<file path="src/rtl/cachectl_pkg.sv">
package cachectl_pkg;

    // Line state: bit 1 is the valid flag, bit 0 the modified flag.
    typedef enum logic [1:0] {
        LN_INV = 2'b00,
        LN_VAL = 2'b10,
        LN_MOD = 2'b11
    } line_st_e;

    typedef enum logic [1:0] {
        FS_IDLE,
        FS_FILL,
        FS_THRU,
        FS_DRAIN
    } fsm_e;

    // What an accepted CPU access turns into.
    typedef struct packed {
        logic rd_hit;
        logic wr_hit_cb;
        logic thru;
        logic fill;
    } op_dec_t;

    function automatic op_dec_t decode_op(logic hit, logic we, logic wt);
        op_dec_t d;
        d.rd_hit    = hit & ~we;
        d.wr_hit_cb = hit & we & ~wt;
        d.thru      = we & wt;
        d.fill      = ~hit & ~(we & wt);
        return d;
    endfunction

    function automatic logic is_live(line_st_e s);
        return s[1];
    endfunction

    function automatic line_st_e after_push(logic drop);
        return drop ? LN_INV : LN_VAL;
    endfunction

endpackage

</file>
<file path="src/rtl/cc_tag_cmp.sv">
module cc_tag_cmp #(
    parameter int WAYS  = 4,
    parameter int TAG_W = 6,
    localparam int WAY_W = $clog2(WAYS)
) (
    input  logic [WAYS-1:0]             live,
    input  logic [WAYS-1:0][TAG_W-1:0]  tags,
    input  logic [TAG_W-1:0]            tag,
    output logic                        hit,
    output logic [WAY_W-1:0]            hit_way
);
    logic [WAYS-1:0] eq;

    for (genvar w = 0; w < WAYS; w++) begin : g_cmp
        assign eq[w] = live[w] && (tags[w] == tag);
    end

    assign hit = |eq;

    always_comb begin
        hit_way = '0;
        for (int w = WAYS - 1; w >= 0; w--) begin
            if (eq[w]) hit_way = w[WAY_W-1:0];
        end
    end
endmodule

</file>
<file path="src/rtl/cc_victim_pick.sv">
module cc_victim_pick #(
    parameter int WAYS = 4,
    localparam int WAY_W = $clog2(WAYS)
) (
    input  logic [WAYS-1:0]  live,
    input  logic [WAY_W-1:0] ptr,
    output logic [WAY_W-1:0] way,
    output logic             from_free
);
    always_comb begin
        way       = ptr;
        from_free = 1'b0;
        for (int w = WAYS - 1; w >= 0; w--) begin
            if (!live[w]) begin
                way       = w[WAY_W-1:0];
                from_free = 1'b1;
            end
        end
    end
endmodule

</file>
<file path="src/rtl/cc_rr_bank.sv">
module cc_rr_bank #(
    parameter int SETS = 4,
    parameter int WAYS = 4,
    localparam int SET_W = $clog2(SETS),
    localparam int WAY_W = $clog2(WAYS)
) (
    input  logic             clk,
    input  logic             rst,
    input  logic             adv,
    input  logic [SET_W-1:0] sel_set,
    output logic [WAY_W-1:0] ptr
);
    logic [SETS-1:0][WAY_W-1:0] ptr_all;

    for (genvar s = 0; s < SETS; s++) begin : g_set
        logic [WAY_W-1:0] cnt;
        always_ff @(posedge clk) begin
            if (rst) begin
                cnt <= '0;
            end else if (adv && sel_set == SET_W'(s)) begin
                cnt <= cnt + 1'b1;
            end
        end
        assign ptr_all[s] = cnt;
    end

    assign ptr = ptr_all[sel_set];
endmodule

</file>
<file path="src/rtl/cc_line_ctrl.sv">
module cc_line_ctrl
    import cachectl_pkg::*;
#(
    parameter int SETS   = 4,
    parameter int WAYS   = 4,
    parameter int ADDR_W = 8,
    parameter int DATA_W = 32,
    localparam int SET_W = $clog2(SETS),
    localparam int WAY_W = $clog2(WAYS),
    localparam int TAG_W = ADDR_W - SET_W
) (
    input  logic              clk,
    input  logic              rst,
    input  logic              cpu_req,
    input  logic              cpu_we,
    input  logic              cpu_wt,
    input  logic [ADDR_W-1:0] cpu_addr,
    input  logic [DATA_W-1:0] cpu_wdata,
    output logic              cpu_busy,
    output logic              cpu_done,
    output logic [DATA_W-1:0] cpu_rdata,
    input  logic              cmd_inval_all,
    input  logic              cmd_push,
    input  logic [SET_W-1:0]  cmd_push_set,
    input  logic [WAY_W-1:0]  cmd_push_way,
    input  logic              cmd_push_inval,
    output logic              mem_req,
    output logic              mem_we,
    output logic [ADDR_W-1:0] mem_addr,
    output logic [DATA_W-1:0] mem_wdata,
    input  logic              mem_ack,
    input  logic [DATA_W-1:0] mem_rdata
);
    // Line storage
    line_st_e          st_q  [SETS][WAYS];
    logic [TAG_W-1:0]  tag_q [SETS][WAYS];
    logic [DATA_W-1:0] dat_q [SETS][WAYS];

    fsm_e fsm_q;

    // Pending access and victim buffer
    logic [SET_W-1:0]  p_set;
    logic [TAG_W-1:0]  p_tag;
    logic [WAY_W-1:0]  p_way;
    logic              p_we;
    logic [DATA_W-1:0] p_wdata;
    logic              vb_valid;
    logic [ADDR_W-1:0] vb_addr;
    logic [DATA_W-1:0] vb_data;

    // Lookup
    logic [SET_W-1:0]            a_set;
    logic [TAG_W-1:0]            a_tag;
    logic [WAYS-1:0]             set_live;
    logic [WAYS-1:0][TAG_W-1:0]  set_tags;
    logic                        hit;
    logic [WAY_W-1:0]            hit_way;
    logic [WAY_W-1:0]            rr_ptr;
    logic [WAY_W-1:0]            vict_way;
    logic                        vict_free;
    logic                        any_live;

    assign a_set = cpu_addr[SET_W-1:0];
    assign a_tag = cpu_addr[ADDR_W-1:SET_W];

    always_comb begin
        for (int w = 0; w < WAYS; w++) begin
            set_live[w] = is_live(st_q[a_set][w]);
            set_tags[w] = tag_q[a_set][w];
        end
    end

    always_comb begin
        any_live = 1'b0;
        for (int s = 0; s < SETS; s++) begin
            for (int w = 0; w < WAYS; w++) begin
                any_live = any_live | is_live(st_q[s][w]);
            end
        end
    end

    cc_tag_cmp #(.WAYS(WAYS), .TAG_W(TAG_W)) u_cmp (
        .live    (set_live),
        .tags    (set_tags),
        .tag     (a_tag),
        .hit     (hit),
        .hit_way (hit_way)
    );

    cc_victim_pick #(.WAYS(WAYS)) u_pick (
        .live      (set_live),
        .ptr       (rr_ptr),
        .way       (vict_way),
        .from_free (vict_free)
    );

    // Acceptance, with invalidate-all ahead of push ahead of CPU access
    logic    idle, do_inval, do_push, do_cpu;
    op_dec_t dec;

    assign idle     = (fsm_q == FS_IDLE);
    assign do_inval = idle && cmd_inval_all;
    assign do_push  = idle && !cmd_inval_all && cmd_push;
    assign do_cpu   = idle && !cmd_inval_all && !cmd_push && cpu_req;
    assign dec      = decode_op(hit, cpu_we, cpu_wt);
    assign cpu_busy = !idle;

    cc_rr_bank #(.SETS(SETS), .WAYS(WAYS)) u_rr (
        .clk     (clk),
        .rst     (rst),
        .adv     (do_cpu && dec.fill && !vict_free),
        .sel_set (a_set),
        .ptr     (rr_ptr)
    );

    // Push target
    line_st_e push_st;
    assign push_st = st_q[cmd_push_set][cmd_push_way];

    // Single write port into tag and data storage
    logic              wr_en;
    logic [SET_W-1:0]  wr_set;
    logic [WAY_W-1:0]  wr_way;
    logic [TAG_W-1:0]  wr_tag;
    logic [DATA_W-1:0] wr_data;

    always_comb begin
        wr_en   = 1'b0;
        wr_set  = a_set;
        wr_way  = hit_way;
        wr_tag  = a_tag;
        wr_data = cpu_wdata;
        if (do_cpu && hit && cpu_we) begin
            wr_en = 1'b1;
        end else if (fsm_q == FS_FILL && mem_ack) begin
            wr_en   = 1'b1;
            wr_set  = p_set;
            wr_way  = p_way;
            wr_tag  = p_tag;
            wr_data = p_we ? p_wdata : mem_rdata;
        end
    end

    always_ff @(posedge clk) begin
        if (wr_en) begin
            tag_q[wr_set][wr_way] <= wr_tag;
            dat_q[wr_set][wr_way] <= wr_data;
        end
    end

    // Control and line state
    always_ff @(posedge clk) begin
        if (rst) begin
            fsm_q    <= FS_IDLE;
            mem_req  <= 1'b0;
            mem_we   <= 1'b0;
            cpu_done <= 1'b0;
            vb_valid <= 1'b0;
            for (int s = 0; s < SETS; s++) begin
                for (int w = 0; w < WAYS; w++) begin
                    st_q[s][w] <= LN_INV;
                end
            end
        end else begin
            cpu_done <= 1'b0;
            unique case (fsm_q)
                FS_IDLE: begin
                    if (do_inval) begin
                        for (int s = 0; s < SETS; s++) begin
                            for (int w = 0; w < WAYS; w++) begin
                                st_q[s][w] <= LN_INV;
                            end
                        end
                    end else if (do_push) begin
                        if (push_st == LN_MOD) begin
                            mem_req   <= 1'b1;
                            mem_we    <= 1'b1;
                            mem_addr  <= {tag_q[cmd_push_set][cmd_push_way], cmd_push_set};
                            mem_wdata <= dat_q[cmd_push_set][cmd_push_way];
                            st_q[cmd_push_set][cmd_push_way] <= after_push(cmd_push_inval);
                            fsm_q     <= FS_DRAIN;
                        end else if (cmd_push_inval) begin
                            st_q[cmd_push_set][cmd_push_way] <= LN_INV;
                        end
                    end else if (do_cpu) begin
                        p_set   <= a_set;
                        p_tag   <= a_tag;
                        p_we    <= cpu_we;
                        p_wdata <= cpu_wdata;
                        if (dec.rd_hit) begin
                            cpu_rdata <= dat_q[a_set][hit_way];
                            cpu_done  <= 1'b1;
                        end else if (dec.wr_hit_cb) begin
                            st_q[a_set][hit_way] <= LN_MOD;
                            cpu_done <= 1'b1;
                        end else if (dec.thru) begin
                            mem_req   <= 1'b1;
                            mem_we    <= 1'b1;
                            mem_addr  <= cpu_addr;
                            mem_wdata <= cpu_wdata;
                            fsm_q     <= FS_THRU;
                        end else begin
                            p_way    <= vict_way;
                            vb_valid <= (st_q[a_set][vict_way] == LN_MOD);
                            vb_addr  <= {tag_q[a_set][vict_way], a_set};
                            vb_data  <= dat_q[a_set][vict_way];
                            st_q[a_set][vict_way] <= LN_INV;
                            mem_req  <= 1'b1;
                            mem_we   <= 1'b0;
                            mem_addr <= cpu_addr;
                            fsm_q    <= FS_FILL;
                        end
                    end
                end
                FS_FILL: begin
                    if (mem_ack) begin
                        st_q[p_set][p_way] <= p_we ? LN_MOD : LN_VAL;
                        cpu_rdata <= p_we ? p_wdata : mem_rdata;
                        cpu_done  <= 1'b1;
                        if (vb_valid) begin
                            mem_we    <= 1'b1;
                            mem_addr  <= vb_addr;
                            mem_wdata <= vb_data;
                            fsm_q     <= FS_DRAIN;
                        end else begin
                            mem_req <= 1'b0;
                            fsm_q   <= FS_IDLE;
                        end
                    end
                end
                FS_THRU: begin
                    if (mem_ack) begin
                        mem_req  <= 1'b0;
                        cpu_done <= 1'b1;
                        fsm_q    <= FS_IDLE;
                    end
                end
                FS_DRAIN: begin
                    if (mem_ack) begin
                        mem_req  <= 1'b0;
                        vb_valid <= 1'b0;
                        fsm_q    <= FS_IDLE;
                    end
                end
                default: fsm_q <= FS_IDLE;
            endcase
        end
    end
endmodule

</file>
<file path="config.mk">
export PLATFORM = sky130hd
export DESIGN_NAME = cc_line_ctrl
export DESIGN_NICKNAME = d
export VERILOG_FILES = /design/src/rtl/cachectl_pkg.sv /design/src/rtl/cc_tag_cmp.sv /design/src/rtl/cc_victim_pick.sv /design/src/rtl/cc_rr_bank.sv /design/src/rtl/cc_line_ctrl.sv
export SDC_FILE = /design/constraint.sdc
export NUM_CORES = 1
export LEC_CHECK = 0
export BUFFER_PORTS_ARGS = -buffer_cell sky130_fd_sc_hd__buf_2
export CAP_MARGIN = 20
export CORE_MARGIN = 5
export CORE_UTILIZATION = 30
export DETAILED_ROUTE_END_ITERATION = 8
export PLACE_DENSITY = 0.53
export SYNTH_ARGS = -nofsm -noshare
export SYNTH_HDL_FRONTEND = slang
export SYNTH_HIERARCHICAL = 1
export SYNTH_SLANG_ARGS = --single-unit
export TNS_END_PERCENT = 50
</file>
<file path="constraint.sdc">
create_clock -name clk -period 6.4 [get_ports clk]
set_clock_uncertainty 0.1 [all_clocks]
set_input_delay 0.32 -clock clk [delete_from_list [all_inputs] [get_ports clk]]
set_output_delay 0.32 -clock clk [all_outputs]
set_load 0.01 [all_outputs]
</file>
======== Word level (Yosys, flattened, before mapping) ========
Memories as Yosys holds them, arrays and structs flattened.
Cells that the tools add are included.
storage, ports and cells
  bits in latches ......................... 0
  memories kept ........................... 3
  output and inout port bits .............. 76
  word-level logic and storage cells ...... 374
  flip-flop bits (word level) ............. 169
  bits in writable memories ............... 640
  ROM bits ................................ 0
memories
  memory  depth  width  read ports  clocked after Yosys merged registers in  write ports  RTL line            RTL
  dat_q   4      128    2           0                                        1            cc_line_ctrl.sv:37  logic [DATA_W-1:0] dat_q [SETS][WAYS];
  tag_q   4      24     2           0                                        1            cc_line_ctrl.sv:36  logic [TAG_W-1:0] tag_q [SETS][WAYS];
  st_q    4      8      2           0                                        4            cc_line_ctrl.sv:35  line_st_e st_q [SETS][WAYS];
cells by class
  equality and inequality tests ........... 29
  reduce and logical (&&, ||, !) cells .... 46
  shift-type cells ........................ 0
  $lt $le $gt $ge ......................... 11
  multiplexer cells ....................... 211
  div/mod/pow operators ................... 0
  bitwise logic cells ..................... 51
  multiply operators ...................... 0
  add/sub/neg operators ................... 4
operators with widths
  kind                                                                          number
  32-bit two-way mux                                                            24
  32-bit binary-select mux with 2-bit select                                    3
  8-bit two-way mux                                                             19
  128-bit two-way mux                                                           1
  32-bit one-hot mux with 2 select lines                                        2
  2-bit two-way mux                                                             51
  1-bit two-way mux                                                             86
  32-bit demux with 2-bit select                                                1
  6-bit two-way mux                                                             7
  1-bit bitwise OR                                                              32
  8-bit AND reduction                                                           4
  6-bit binary-select mux with 2-bit select                                     2
  6-bit == test                                                                 4
  24-bit two-way mux                                                            1
  8-bit OR reduction                                                            3
  1-bit logical AND                                                             23
  2-bit inequality test, second input constant                                  9
  2-bit demux with 2-bit select                                                 4
  8-bit one-hot mux with 2 select lines                                         1
  3-bit greater-or-equal comparator, second input constant                      5
  3-bit by 1-bit less-than comparator with 1-bit output, second input constant  5
  2-bit inverter with 3-bit output                                              5
  7-bit AND reduction                                                           2
  2-bit binary-select mux with 2-bit select                                     3
  other kinds (22)                                                              55

======== Logic depth before layout (Yosys ltp) ========
  word-level depth ........................ 18
  depth in mapped cells ................... 18
  gate-level depth less buffers ........... 13

======== Hierarchy ========
The synthesis kept the hierarchy.
by module, submodules not included
  module          area each (sq um)  cells each  sequential area each (sq um)  instances
  cc_line_ctrl    37,400.9           1,928       23,993.0                      1
  cc_rr_bank      473.0              45          160.2                         1
  cc_tag_cmp      339.1              39          0.0                           1
  cc_victim_pick  40.0               7           0.0                           1

======== Least setup slack after synthesis ========
OpenSTA, ideal clock, no wires.
  path type ............................... input to register
  start ................................... input cpu_addr[0]
  end ..................................... register mem_wdata[0], enable pin
  slack ................................... 424 ps
  cell stages on the path ................. 16
  arrival time ............................ 5,406 ps
  setup time .............................. 470 ps
  cell sequence ........................... buf_2 -> buf_2 -> buf_4 -> buf_4 -> mux4_2 -> xnor2_1 -> nand4_1 -> nor4_4 -> nor2b_4 -> nand2_1 -> a21boi_0 -> o31ai_1 -> a41oi_1 -> o31ai_1 -> o21ai_0 -> a211oi_1
RTL lines
  item                    RTL line             RTL
  start: declaration      cc_line_ctrl.sv:17   input logic [ADDR_W-1:0] cpu_addr,
  end signal: assignment  cc_line_ctrl.sv:179  mem_wdata <= dat_q[cmd_push_set][cmd_push_way];
  end signal: assignment  cc_line_ctrl.sv:200  mem_wdata <= cpu_wdata;
  end signal: assignment  cc_line_ctrl.sv:223  mem_wdata <= vb_data;
  end: declaration        cc_line_ctrl.sv:30   output logic [DATA_W-1:0] mem_wdata,

==> results.sh <==
export IMPL_status="finished clean"
export IMPL_regArea_mm2=0.0242
export IMPL_power_leakage_nw=14.3
export IMPL_final_hold_violation_count=0
export IMPL_min_path_type="primary input to flop"
export IMPL_synth_area_mm2=0.0383
export IMPL_intPower_mw=9.99
export IMPL_grt_pass1_wl_mm=164
export IMPL_syn_avg_cell_area_um2=18.9
export IMPL_postCtsSetupRepairBufs=0
export IMPL_synth_distinct_cells=67
export IMPL_rows=131
export IMPL_tightest_slew_ns=1.09
export IMPL_syn_nets=2109
export IMPL_drt_iter0_drc=2078
export IMPL_grt_max_degree=67
export IMPL_syn_to_final_growth_pct=17.5
export IMPL_insertion_delay_ns=0.68
export IMPL_grt_usage=0.166
export IMPL_ys_flop_type="edfxtp_1"
export IMPL_cts_tree="yes"
export IMPL_p_sw_frac=0.265
export IMPL_postSynthCellCount=2019
export IMPL_multi_input_area_mm2=0.0135
export IMPL_setup_viol=0
export IMPL_slew_limit_headroom=0.269
export IMPL_grt_pass1_vias=22900
export IMPL_post_route_min_period_ns=4.89
export IMPL_power_density_mw_per_mm2=303
export IMPL_yosys_warnings=6
export IMPL_core_region_area_mm2=0.127
export IMPL_dp_hpwl_mm=66.8
export IMPL_r2r_setup_slack_ns=1.51
export IMPL_clkSlewWorstSetupHoldPaths_ns=0.06
export IMPL_antenna_left=0
export IMPL_synth_edff_count=795
export IMPL_grt_setup_unrepaired="no"
export IMPL_synth_seq_cells=809
export IMPL_io_buffers=160
export IMPL_async_flop_share=0
export IMPL_cts_resized=0
export IMPL_die_y_um=367
export IMPL_setup_tns_ns=0
export IMPL_final_util=0.353
export IMPL_dieArea_mm2=0.135
export IMPL_clockBufferDepth=3
export IMPL_max_vdd_ir_drop_uv=221
export IMPL_globalplace_congestion=0.785
export IMPL_fmax_mhz=205
export IMPL_start_util=0.301
export IMPL_final_cell_mix="edfxtp_1, mux4_2, buf_2, o21ai_0, clkbuf_16"
export IMPL_ys_seq_area_frac=0.631
export IMPL_drv_cap=0
export IMPL_wl_per_cell_um=28.4
export IMPL_crit_required_ns=6.71
export IMPL_die_x_um=367
export IMPL_boundaryPins=161
export IMPL_switchingPower_mw=3.61
export IMPL_period_share=0.763
export IMPL_wl_mm=114
export IMPL_cp_start_kind="flop"
export IMPL_numCtsBuffers=89
export IMPL_grt_overflow=0
export IMPL_nets=2363
export IMPL_critPathMaxFanout=56
export IMPL_antenna_found_initial=4
export IMPL_cts_sinks=809
export IMPL_power_frac_seq=0.471
export IMPL_final_common_cell="edfxtp_1"
export IMPL_cp_arrival_ns=5.19
export IMPL_drc_errors=0
export IMPL_end_kind="flop"
export IMPL_htreeDepth=3
export IMPL_vias=21800
export IMPL_cts_root_buf="clkbuf_16"
export IMPL_fillers=11800
export IMPL_path_class="flop to flop"
export IMPL_firstDrtPassIters=6
export IMPL_p_comb_frac=0.161
export IMPL_viasPerCell=5.44
export IMPL_maxSlewViolCount=0
export IMPL_clock_power_share=0.368
export IMPL_final_layout_size_suffix_gt1_frac=0.365
## through the flow
stage | setup slack, ns | area, um2 | total power [mW] | std cells | hold slack, ns
global placement | 0.900 | 41500 | 8.66 | 3778 | 0.354
finish | 1.51 | 44900 | 13.6 | 4001 | 0.0284
detailed placement | 0.958 | 41500 | 8.70 | 3779 | 0.349
CTS | 1.45 | 44900 | 13.8 | 3997 | 0.00148
global route | 1.26 | 44900 | 14.1 | 3999 | 0.0374
floorplan | 0.424 | 38300 | 7.80 | 2019 | 0.319
## kinds of logic (layout without fill, tap and decap cells)
logic type               after synthesis  count (layout)  share of synthesized area
flip-flops                           809             809                      0.631
other                                  0               2                          0
XOR/XNOR                              24              24                    0.00569
AND/OR/NAND/NOR                      302             302                     0.0395
multiplexers                         515             515                      0.273
adder cells (fa/ha/maj)                5               5                    0.00164
buffers and inverters                171             489                     0.0203
AO/OA/AOI/OAI                        193             193                     0.0280
## final timing paths
kind | from | end | cells past startpoint
setup reg to reg | tag_q[3][15]$_DFFE_PP_ | dat_q[0][94]$_DFFE_PP_ | 11
hold / removal | cpu_addr[0] | vb_addr[0]$_DFFE_PP_ | 1
setup / recovery | tag_q[3][15]$_DFFE_PP_ | dat_q[0][94]$_DFFE_PP_ | 11
hold reg to reg | mem_we$_SDFFE_PP0P_ | mem_we$_SDFFE_PP0P_ | 2
## registers in the layout, summed over array words and instances, names as in the netlist, 8 cells and up
register / cells
vb_addr: 8
dat_q: 512
tag_q: 96
st_q: 32
vb_data: 32
mem_addr: 8
cpu_rdata: 32
u_rr/g_set.cnt: 8
p_wdata: 32
mem_wdata: 32
## cells in the mapped netlist (2+ instances only)
master,count,area [um2]
edfxtp_1,795,23900
mux4_2,422,9500
o21ai_0,98,490
nor2_1,92,345
nand2_1,89,334
mux2i_1,77,771
clkbuf_1,73,274
a21oi_1,52,260
buf_2,48,240
nor3_1,27,135
buf_1,22,82.6
mux2_2,15,169
dfxtp_1,14,280
inv_1,12,45.0
nand3_1,12,60.1
xor2_1,12,105
xnor2_1,11,96.3
nand3b_1,10,75.1
a31oi_1,9,56.3
nand4_1,9,56.3
nor2b_1,9,56.3
nor4_1,9,56.3
buf_4,8,60.1
nand2b_1,8,50.1
nand4b_1,6,52.6
buf_6,5,56.3
ha_1,5,62.6
nor3b_1,5,37.5
o21bai_1,5,37.5
a211oi_1,4,30.0
and3b_1,4,35.0
o31ai_1,4,30.0
a21o_1,3,22.5
nor4b_1,3,26.3
a221oi_1,2,17.5
a32oi_1,2,17.5
a41oi_1,2,17.5
and3_1,2,12.5
o211ai_1,2,15.0
o21ai_1,2,10.0
o31a_1,2,17.5
or2_2,2,12.5
or3b_1,2,17.5
## power by group through the flow
stage	Clock [mW]	Sequential (mW)	Combinational (mW)
after detailed placement	0	6.53	2.17
after global routing	5.34	6.44	2.35
after global placement	0	6.52	2.15
final	5.00	6.41	2.19
after floorplan	0	6.56	1.24
after CTS	5.12	6.42	2.21
## routing by layer
metal | global-route usage | routed length (um) | vias up
li1 | - | - | 9053
met1 | 0.221 | 47100 | 11700
met2 | 0.272 | 55000 | 830
met3 | 0.0407 | 8670 | 165
met4 | 0.0508 | 2930 | 0
met5 | 0 | 0 | -
## cell type report
class                      count  area share
clock inverter                46     0.00999
antenna                        2    0.000111
inverter                      14     0.00128
sequential                   809       0.537
tap                         1662      0.0463
clock buffer                 109      0.0519
timing repair buffer         320      0.0521
multi-input combinational   1039       0.301
## critical path: stages, from the launching register on
cell,delay [ns]
edfxtp_1,0.39
mux4_2,0.52
xnor2_1,0.24
nand4_1,0.16
nor4_1,0.51
nor2_1,0.16
nand2_1,0.29
and3_1,0.41
or2_4,0.39
buf_4,0.78
o21ai_0,0.35
buf_2,0.28
## repair_timing
item                                   4_1_cts  5_1_grt
endpoints found under the hold margin       82        0
setup endpoints to repair                    0        0
hold buffers                                63        0
No activity file was read; power rests on OpenSTA's default activity.
